==> src/rtl/eic_pkg.sv <==
package eic_pkg;

  localparam int MAX_LINES = 32;
  localparam int SENSE_W   = 6;
  localparam int IDX_W     = 5;

  // byte offsets of the register words
  localparam int OFF_REQ   = 'h000;
  localparam int OFF_ENCLR = 'h004;
  localparam int OFF_ENSET = 'h008;
  localparam int OFF_DET   = 'h100;
  localparam int OFF_MON   = 'h104;
  localparam int OFF_CFG0  = 'h180;

  // one-hot style sense codes
  localparam logic [SENSE_W-1:0] SENSE_LOW  = 6'h01;
  localparam logic [SENSE_W-1:0] SENSE_HIGH = 6'h02;
  localparam logic [SENSE_W-1:0] SENSE_FALL = 6'h04;
  localparam logic [SENSE_W-1:0] SENSE_RISE = 6'h08;
  localparam logic [SENSE_W-1:0] SENSE_BOTH = 6'h0C;

  // control -> datapath strobes
  typedef struct packed {
    logic                 enSet;
    logic                 enClr;
    logic                 detClr;
    logic                 cfgWr;
    logic [IDX_W-1:0]     cfgIdx;
    logic [MAX_LINES-1:0] wdata;
  } strobe_t;

  // datapath -> control read sources
  typedef struct packed {
    logic [MAX_LINES-1:0] req;
    logic [MAX_LINES-1:0] en;
    logic [MAX_LINES-1:0] det;
    logic [MAX_LINES-1:0] mon;
    logic [SENSE_W-1:0]   cfgRd;
  } status_t;

  // event for one line given its sense field, synchronised level and previous level
  function automatic logic senseEvent(input logic [SENSE_W-1:0] mode,
                                      input logic lvl, input logic prev);
    logic ev;
    case (mode)
      SENSE_LOW:  ev = ~lvl;
      SENSE_HIGH: ev = lvl;
      SENSE_FALL: ev = prev & ~lvl;
      SENSE_RISE: ev = lvl & ~prev;
      SENSE_BOTH: ev = lvl ^ prev;
      default:    ev = 1'b0;
    endcase
    return ev;
  endfunction

endpackage

==> src/rtl/eic_ctrl.sv <==
module eic_ctrl
  import eic_pkg::*;
#(
  parameter int NUM_LINES = 32,
  parameter int ADDR_W    = 12
) (
  input  logic              clk,
  input  logic              rstN,
  input  logic [ADDR_W-1:0] busAddr,
  input  logic              busWe,
  input  logic [31:0]       busWdata,
  input  status_t           stat,
  output strobe_t           strb,
  output logic [31:0]       busRdata
);
  localparam int WORD_W = ADDR_W - 2;
  localparam logic [WORD_W-1:0] W_REQ    = WORD_W'(OFF_REQ >> 2);
  localparam logic [WORD_W-1:0] W_ENCLR  = WORD_W'(OFF_ENCLR >> 2);
  localparam logic [WORD_W-1:0] W_ENSET  = WORD_W'(OFF_ENSET >> 2);
  localparam logic [WORD_W-1:0] W_DET    = WORD_W'(OFF_DET >> 2);
  localparam logic [WORD_W-1:0] W_MON    = WORD_W'(OFF_MON >> 2);
  localparam logic [WORD_W-1:0] W_CFG0   = WORD_W'(OFF_CFG0 >> 2);
  localparam logic [WORD_W-1:0] W_CFGEND = WORD_W'((OFF_CFG0 >> 2) + NUM_LINES);

  logic [WORD_W-1:0] word;
  logic              aligned;
  logic              inCfg;

  assign word    = busAddr[ADDR_W-1:2];
  assign aligned = (busAddr[1:0] == 2'b00);
  assign inCfg   = aligned && (word >= W_CFG0) && (word < W_CFGEND);

  always_comb begin
    strb        = '0;
    strb.wdata  = busWdata;
    strb.cfgIdx = IDX_W'(word - W_CFG0);
    strb.enSet  = busWe && aligned && (word == W_ENSET);
    strb.enClr  = busWe && aligned && (word == W_ENCLR);
    strb.detClr = busWe && aligned && (word == W_DET);
    strb.cfgWr  = busWe && inCfg;
  end

  always_comb begin
    busRdata = '0;
    if (aligned) begin
      if (word == W_REQ)        busRdata = stat.req;
      else if (word == W_ENCLR) busRdata = stat.en;
      else if (word == W_DET)   busRdata = stat.det;
      else if (word == W_MON)   busRdata = stat.mon;
      else if (inCfg)           busRdata = 32'(stat.cfgRd);
    end
  end

  // a single access decodes to at most one write strobe
  a_r4_one_strobe: assert property (@(posedge clk) disable iff (!rstN)
    $onehot0({strb.enSet, strb.enClr, strb.detClr, strb.cfgWr}));

endmodule

==> src/rtl/eic_datapath.sv <==
module eic_datapath
  import eic_pkg::*;
#(
  parameter int NUM_LINES   = 32,
  parameter int SYNC_STAGES = 2
) (
  input  logic                 clk,
  input  logic                 rstN,
  input  logic [NUM_LINES-1:0] irqLines,
  input  strobe_t              strb,
  output status_t              stat,
  output logic                 irqOut
);
  logic [NUM_LINES-1:0] syncLvl;
  logic [NUM_LINES-1:0] prevLvl;
  logic [NUM_LINES-1:0] evt;
  logic [NUM_LINES-1:0] det;
  logic [NUM_LINES-1:0] enMask;
  logic [NUM_LINES-1:0] req;
  logic [SENSE_W-1:0]   cfgArr [NUM_LINES];
  logic [NUM_LINES-1:0] wBits;

  assign wBits = strb.wdata[NUM_LINES-1:0];

  for (genvar i = 0; i < NUM_LINES; i++) begin : g_line
    logic [SYNC_STAGES-1:0] chain;
    logic                   prevQ;
    logic                   detQ;
    logic [SENSE_W-1:0]     cfgQ;

    always_ff @(posedge clk or negedge rstN) begin
      if (!rstN) begin
        chain <= '0;
        prevQ <= 1'b0;
        detQ  <= 1'b0;
        cfgQ  <= '0;
      end else begin
        chain <= {chain[SYNC_STAGES-2:0], irqLines[i]};
        prevQ <= chain[SYNC_STAGES-1];
        // a fresh event wins over a clear in the same cycle
        detQ  <= (detQ & ~(strb.detClr & wBits[i])) | evt[i];
        if (strb.cfgWr && (int'(strb.cfgIdx) == i))
          cfgQ <= strb.wdata[SENSE_W-1:0];
      end
    end

    assign syncLvl[i] = chain[SYNC_STAGES-1];
    assign prevLvl[i] = prevQ;
    assign det[i]     = detQ;
    assign cfgArr[i]  = cfgQ;
    assign evt[i]     = senseEvent(cfgQ, chain[SYNC_STAGES-1], prevQ);

    // a line with a zero sense field cannot raise its latch
    a_r7_off_quiet: assert property (@(posedge clk) disable iff (!rstN)
      (cfgQ == '0 && !detQ) |=> !detQ);

    // in rising-edge mode a new latch needs a high synchronised level
    a_r6_rise_needs_high: assert property (@(posedge clk) disable iff (!rstN)
      ($rose(detQ) && $past(cfgQ) == SENSE_RISE) |-> $past(syncLvl[i]));
  end

  always_ff @(posedge clk or negedge rstN) begin
    if (!rstN) begin
      enMask <= '0;
      irqOut <= 1'b0;
    end else begin
      if (strb.enSet) enMask <= enMask | wBits;
      else if (strb.enClr) enMask <= enMask & ~wBits;
      irqOut <= |req;
    end
  end

  assign req = det & enMask;

  always_comb begin
    stat       = '0;
    stat.req   = 32'(req);
    stat.en    = 32'(enMask);
    stat.det   = 32'(det);
    stat.mon   = 32'(syncLvl);
    stat.cfgRd = (int'(strb.cfgIdx) < NUM_LINES) ? cfgArr[strb.cfgIdx] : '0;
  end

  // set strobe leaves every written-one bit enabled
  a_r2_enable_set: assert property (@(posedge clk) disable iff (!rstN)
    strb.enSet |=> ((enMask & $past(wBits)) == $past(wBits)));

  // clear strobe leaves every written-one bit disabled
  a_r3_enable_clear: assert property (@(posedge clk) disable iff (!rstN)
    strb.enClr |=> ((enMask & $past(wBits)) == '0));

  // the output follows the masked requests one cycle later
  a_r10_irq_rise: assert property (@(posedge clk) disable iff (!rstN)
    (|req) |=> irqOut);
  a_r10_irq_fall: assert property (@(posedge clk) disable iff (!rstN)
    !(|req) |=> !irqOut);

  // the remembered level trails the synchronised level by one cycle
  a_r6_prev_tracks: assert property (@(posedge clk) disable iff (!rstN)
    1'b1 |=> (prevLvl == $past(syncLvl)));

endmodule

==> src/rtl/ext_irq_ctrl.sv <==
module ext_irq_ctrl
  import eic_pkg::*;
#(
  parameter int NUM_LINES   = 32,
  parameter int ADDR_W      = 12,
  parameter int SYNC_STAGES = 2
) (
  input  logic                 clk,
  input  logic                 rstN,
  input  logic [NUM_LINES-1:0] irqLines,
  input  logic [ADDR_W-1:0]    busAddr,
  input  logic                 busWe,
  input  logic [31:0]          busWdata,
  output logic [31:0]          busRdata,
  output logic                 irqOut
);
  strobe_t strb;
  status_t stat;

  eic_ctrl #(.NUM_LINES(NUM_LINES), .ADDR_W(ADDR_W)) u_ctrl (
    .clk      (clk),
    .rstN     (rstN),
    .busAddr  (busAddr),
    .busWe    (busWe),
    .busWdata (busWdata),
    .stat     (stat),
    .strb     (strb),
    .busRdata (busRdata)
  );

  eic_datapath #(.NUM_LINES(NUM_LINES), .SYNC_STAGES(SYNC_STAGES)) u_dp (
    .clk      (clk),
    .rstN     (rstN),
    .irqLines (irqLines),
    .strb     (strb),
    .stat     (stat),
    .irqOut   (irqOut)
  );

endmodule

==> config.mk <==
export PLATFORM = sky130hd
export DESIGN_NAME = ext_irq_ctrl
export DESIGN_NICKNAME = d
export VERILOG_FILES = /design/src/rtl/eic_pkg.sv /design/src/rtl/eic_ctrl.sv /design/src/rtl/eic_datapath.sv /design/src/rtl/ext_irq_ctrl.sv
export SDC_FILE = /design/constraint.sdc
export NUM_CORES = 1
export LEC_CHECK = 0
export ABC_AREA = 1
export CORE_ASPECT_RATIO = 1.1
export CORE_MARGIN = 2
export CORE_UTILIZATION = 65
export DETAILED_ROUTE_END_ITERATION = 8
export PLACE_DENSITY = 0.86
export SYNTH_ARGS = -nofsm -noshare
export SYNTH_HDL_FRONTEND = slang
export SYNTH_SLANG_ARGS = --single-unit
==> constraint.sdc <==
create_clock -name clk -period 4.1 [get_ports clk]
set_clock_uncertainty 0.15 [all_clocks]
set_input_delay 0.615 -clock clk [delete_from_list [all_inputs] [get_ports clk]]
set_output_delay 0.615 -clock clk [all_outputs]
set_load 0.05 [all_outputs]
==> reports/results.txt <==
Async SR Flop Fraction = 1.00
fin worst setup slack = 164 ps
syn nets = 2416
Cell Area, Synth = 0.0185 mm2
Post-DP HPWL = 40.7 mm
via count = 17200
CTS Hold Bufs = 0
slowest CP cell = clkdlybuf4s50_1
Longest Clk Path Bufs = 3
# DRC = 0
Worst EP required = 3340 ps
core area = 0.0279 mm2
Final Max Slew Viols = 0
number of synthesized flops with an enable pin = 0
P_int = 5.89 mW
slew margin rel. = 0.172
Pleak = 10.5 nW
Synth cell types = 42
Crit path depth = 10
CP Class = in -> out
Synth Register Bits = 353
clock transition at the registers of the reported paths = 60 ps
sequential-to-total area share from yosys stat = 0.477
CTS H-tree lvls = 2
Place WS = 232 ps
Port Buf Inserts = 111
WL final = 59.5 mm
most frequent cells in the layout = nand2_1 (581), dfrtp_1 (353), nor2_1 (255)
setup_tns = 0 ps
Avg Synthesized Cell Area = 8.14 um2
Final setup viols = 0
Clock power frac = 0.463
synth warn = 0
top_reg_cell synth = dfrtp_1
critical path startpoint category = input port
CP Launch Point = busAddr[3]
fmax = 254 MHz
row count = 64
Avg WL per Cell = 21.6 um
Via density = 6.24
Net Switching = 1.86 mW
CTS Sinks = 353
total CTS buffers = 38
GRT Util Overall = 0.405
Initial Util = 0.662
final hold violations = 0
CP bufs+invs = 5
cell family with most CP delay = buffers and inverters
Worst Tran Pin Value = 1240 ps
vias in the first global route = 16600
nets@finish = 2502
critical path endpoint = busRdata[30]
RD Place Congestion = 1.07
share of cells above drive strength 1 = 0.0972
ant diodes = 0
# Max-Cap Violations = 0
Ports = 112
Fill cells = 1969
Critical Path Sink Type = output port
Worst EP arrival = 3170 ps
status = complete, no violations
worst r2r dst = u_dp.g_line[27].detQ
Final Critical Period = 3940 ps
VDD IR max = 0.329 mV
Mapped Cells = 2273
switching share of total power = 0.240
die footprint = 0.0298 mm2
Die Wd = 165 um
Final Cycle Share = 0.960
Routed Antenna Nets = 0
number of setup buffers added after CTS = 0
DRT iter0 DRCs = 2098
HP Class = in -> async
R2R depth = 6
TritonCTS clock tree = yes
pin count of the biggest net entering global routing = 113
Clk Latency, worst-skew pair = 530 ps
DRT Pass-1 Iters = 7
Root Buffer = clkbuf_16
CTS-repair resized insts = 0
Worst R2R Start = u_dp.g_line[27].chain[1]
global-route wire length before repair = 91.9 mm
P&R area growth vs syn = 16.4%
commonest non-fill, non-tap cell in the layout = nand2_1
Max stage delay on crit path = 560 ps
initial antenna violation count = 0
Overflow after GRT = 0
Gate power share = 0.075
power per cell area = 360 mW/mm2
R2R Setup Slk = 1850 ps
CP cell instances = clkdlybuf4s50_1, inv_2, nand2_1, nor2_2, nand3_1, buf_4, clkinv_1, a221oi_1, nor3_1, buf_12
RSZ-0062 raised after global routing = false
Tot Pwr = 7.75 mW
sequential group share of total power = 0.462
Chip Height = 181 um
crit path max fanout = 12
cell families (layout without fill, tap and decap cells):
| group | after synthesis | after routing | share of synthesized area |
|---|---|---|---|
| buffers and inverters | 322 | 437 | 0.0765 |
| AND/OR/NAND/NOR | 993 | 993 | 0.227 |
| multiplexers | 10 | 10 | 0.00541 |
| adder cells (fa/ha/maj) | 64 | 64 | 0.0433 |
| AO/OA/AOI/OAI | 531 | 531 | 0.171 |
| flip-flops | 353 | 353 | 0.477 |
area by class of cell:
cell class	count	area, um2	area share
clock inverter	13	143	0.00662
sequential	353	8830	0.410
clock buffer	56	1170	0.0544
multi-input combinational	1598	8260	0.384
tap	363	454	0.0211
timing repair buffer	151	1860	0.0864
inverter	217	815	0.0378
worst reg2reg max path, delay by kind of cell, from the launching register on:
| family | cells | cell delay, ps |
|---|---|---|
| buffers and inverters | 1 | 160 |
| AOI/OAI and AO/OA | 1 | 890 |
| and+or+nand+nor | 3 | 230 |
| adders and majority gates | 1 | 230 |
| DFF | 1 | 430 |
worst min path at each step:
stage | startpoint | endpoint | depth (start not counted)
finish | rstN | u_dp.g_line[28].chain[1] | 1
global route | rstN | u_dp.g_line[28].chain[0] | 1
CTS | rstN | u_dp.g_line[28].chain[1] | 1
detailed placement | u_dp.g_line[6].chain[0] | u_dp.g_line[6].chain[1] | 0
global placement | u_dp.g_line[8].chain[0] | u_dp.g_line[8].chain[1] | 0
floorplan | rstN | async pin | 0
layer usage:
| layer | GRT usage | routed length [um] |
|---|---|---|
| met5 | 0 | 0 |
| met4 | 0.234 | 4030 |
| met2 | 0.636 | 27400 |
| met1 | 0.518 | 21900 |
| met3 | 0.0884 | 6110 |
registers in the layout, indices dropped and copies added (netlist names), named ones only:
register	cells
u_dp.irqOut	1
u_dp.g_line.detQ	32
u_dp.g_line.prevQ	32
u_dp.g_line.cfgQ	192
u_dp.g_line.chain	64
power by group through the flow:
stage	sequential (mW)	combinational [mW]	clock, mW
finish	3.58	0.582	3.58
detailed placement	3.64	0.565	0
floorplan	3.63	0.252	0
global placement	3.64	0.552	0
global route	3.58	0.633	3.75
CTS	3.58	0.571	3.59
stage by stage:
| step | hold slack (ps) | util | cell area [um2] | std cells |
|---|---|---|---|---|
| 3_5_place_dp | 186 | 0.724 | 20200 | 2682 |
| 3_3_place_gp | 181 | 0.724 | 20200 | 2682 |
| 4_1_cts | 61.2 | 0.771 | 21500 | 2751 |
| 2_1_floorplan | 169 | - | 18500 | 2273 |
| 5_1_grt | 88.4 | 0.771 | 21500 | 2751 |
| 6_report | 20.1 | 0.771 | 21500 | 2751 |
Yosys cell counts, types with 2 or more instances:
cell type / n / area share
a21oi_1: 83 / 0.022
a221oi_1: 4 / 0.0019
a32o_1: 4 / 0.0022
a32oi_1: 12 / 0.0057
buf_1: 4 / 0.00081
buf_12: 2 / 0.0022
buf_2: 17 / 0.0046
buf_6: 20 / 0.012
clkbuf_1: 61 / 0.012
clkinv_1: 2 / 0.00041
dfrtp_1: 353 / 0.48
ha_1: 64 / 0.043
inv_1: 210 / 0.043
inv_2: 5 / 0.0010
mux2i_1: 10 / 0.0054
nand2_1: 581 / 0.12
nand2_2: 8 / 0.0027
nand2_4: 20 / 0.012
nand3_1: 64 / 0.017
nand3b_1: 10 / 0.0041
nand4_1: 14 / 0.0047
nor2_1: 255 / 0.052
nor2_2: 3 / 0.0010
nor2_4: 2 / 0.0012
nor2_8: 2 / 0.0022
nor3_1: 5 / 0.0014
nor3b_1: 2 / 0.00081
nor4_1: 15 / 0.0051
o2111a_1: 4 / 0.0024
o211a_1: 7 / 0.0038
o211ai_1: 20 / 0.0081
o21ai_0: 218 / 0.059
o21ai_1: 83 / 0.022
o21ai_2: 41 / 0.019
o311ai_0: 9 / 0.0043
o31ai_1: 32 / 0.013
o41ai_1: 12 / 0.0057
or2_2: 11 / 0.0037
No activity file was read; power rests on OpenSTA's default activity.
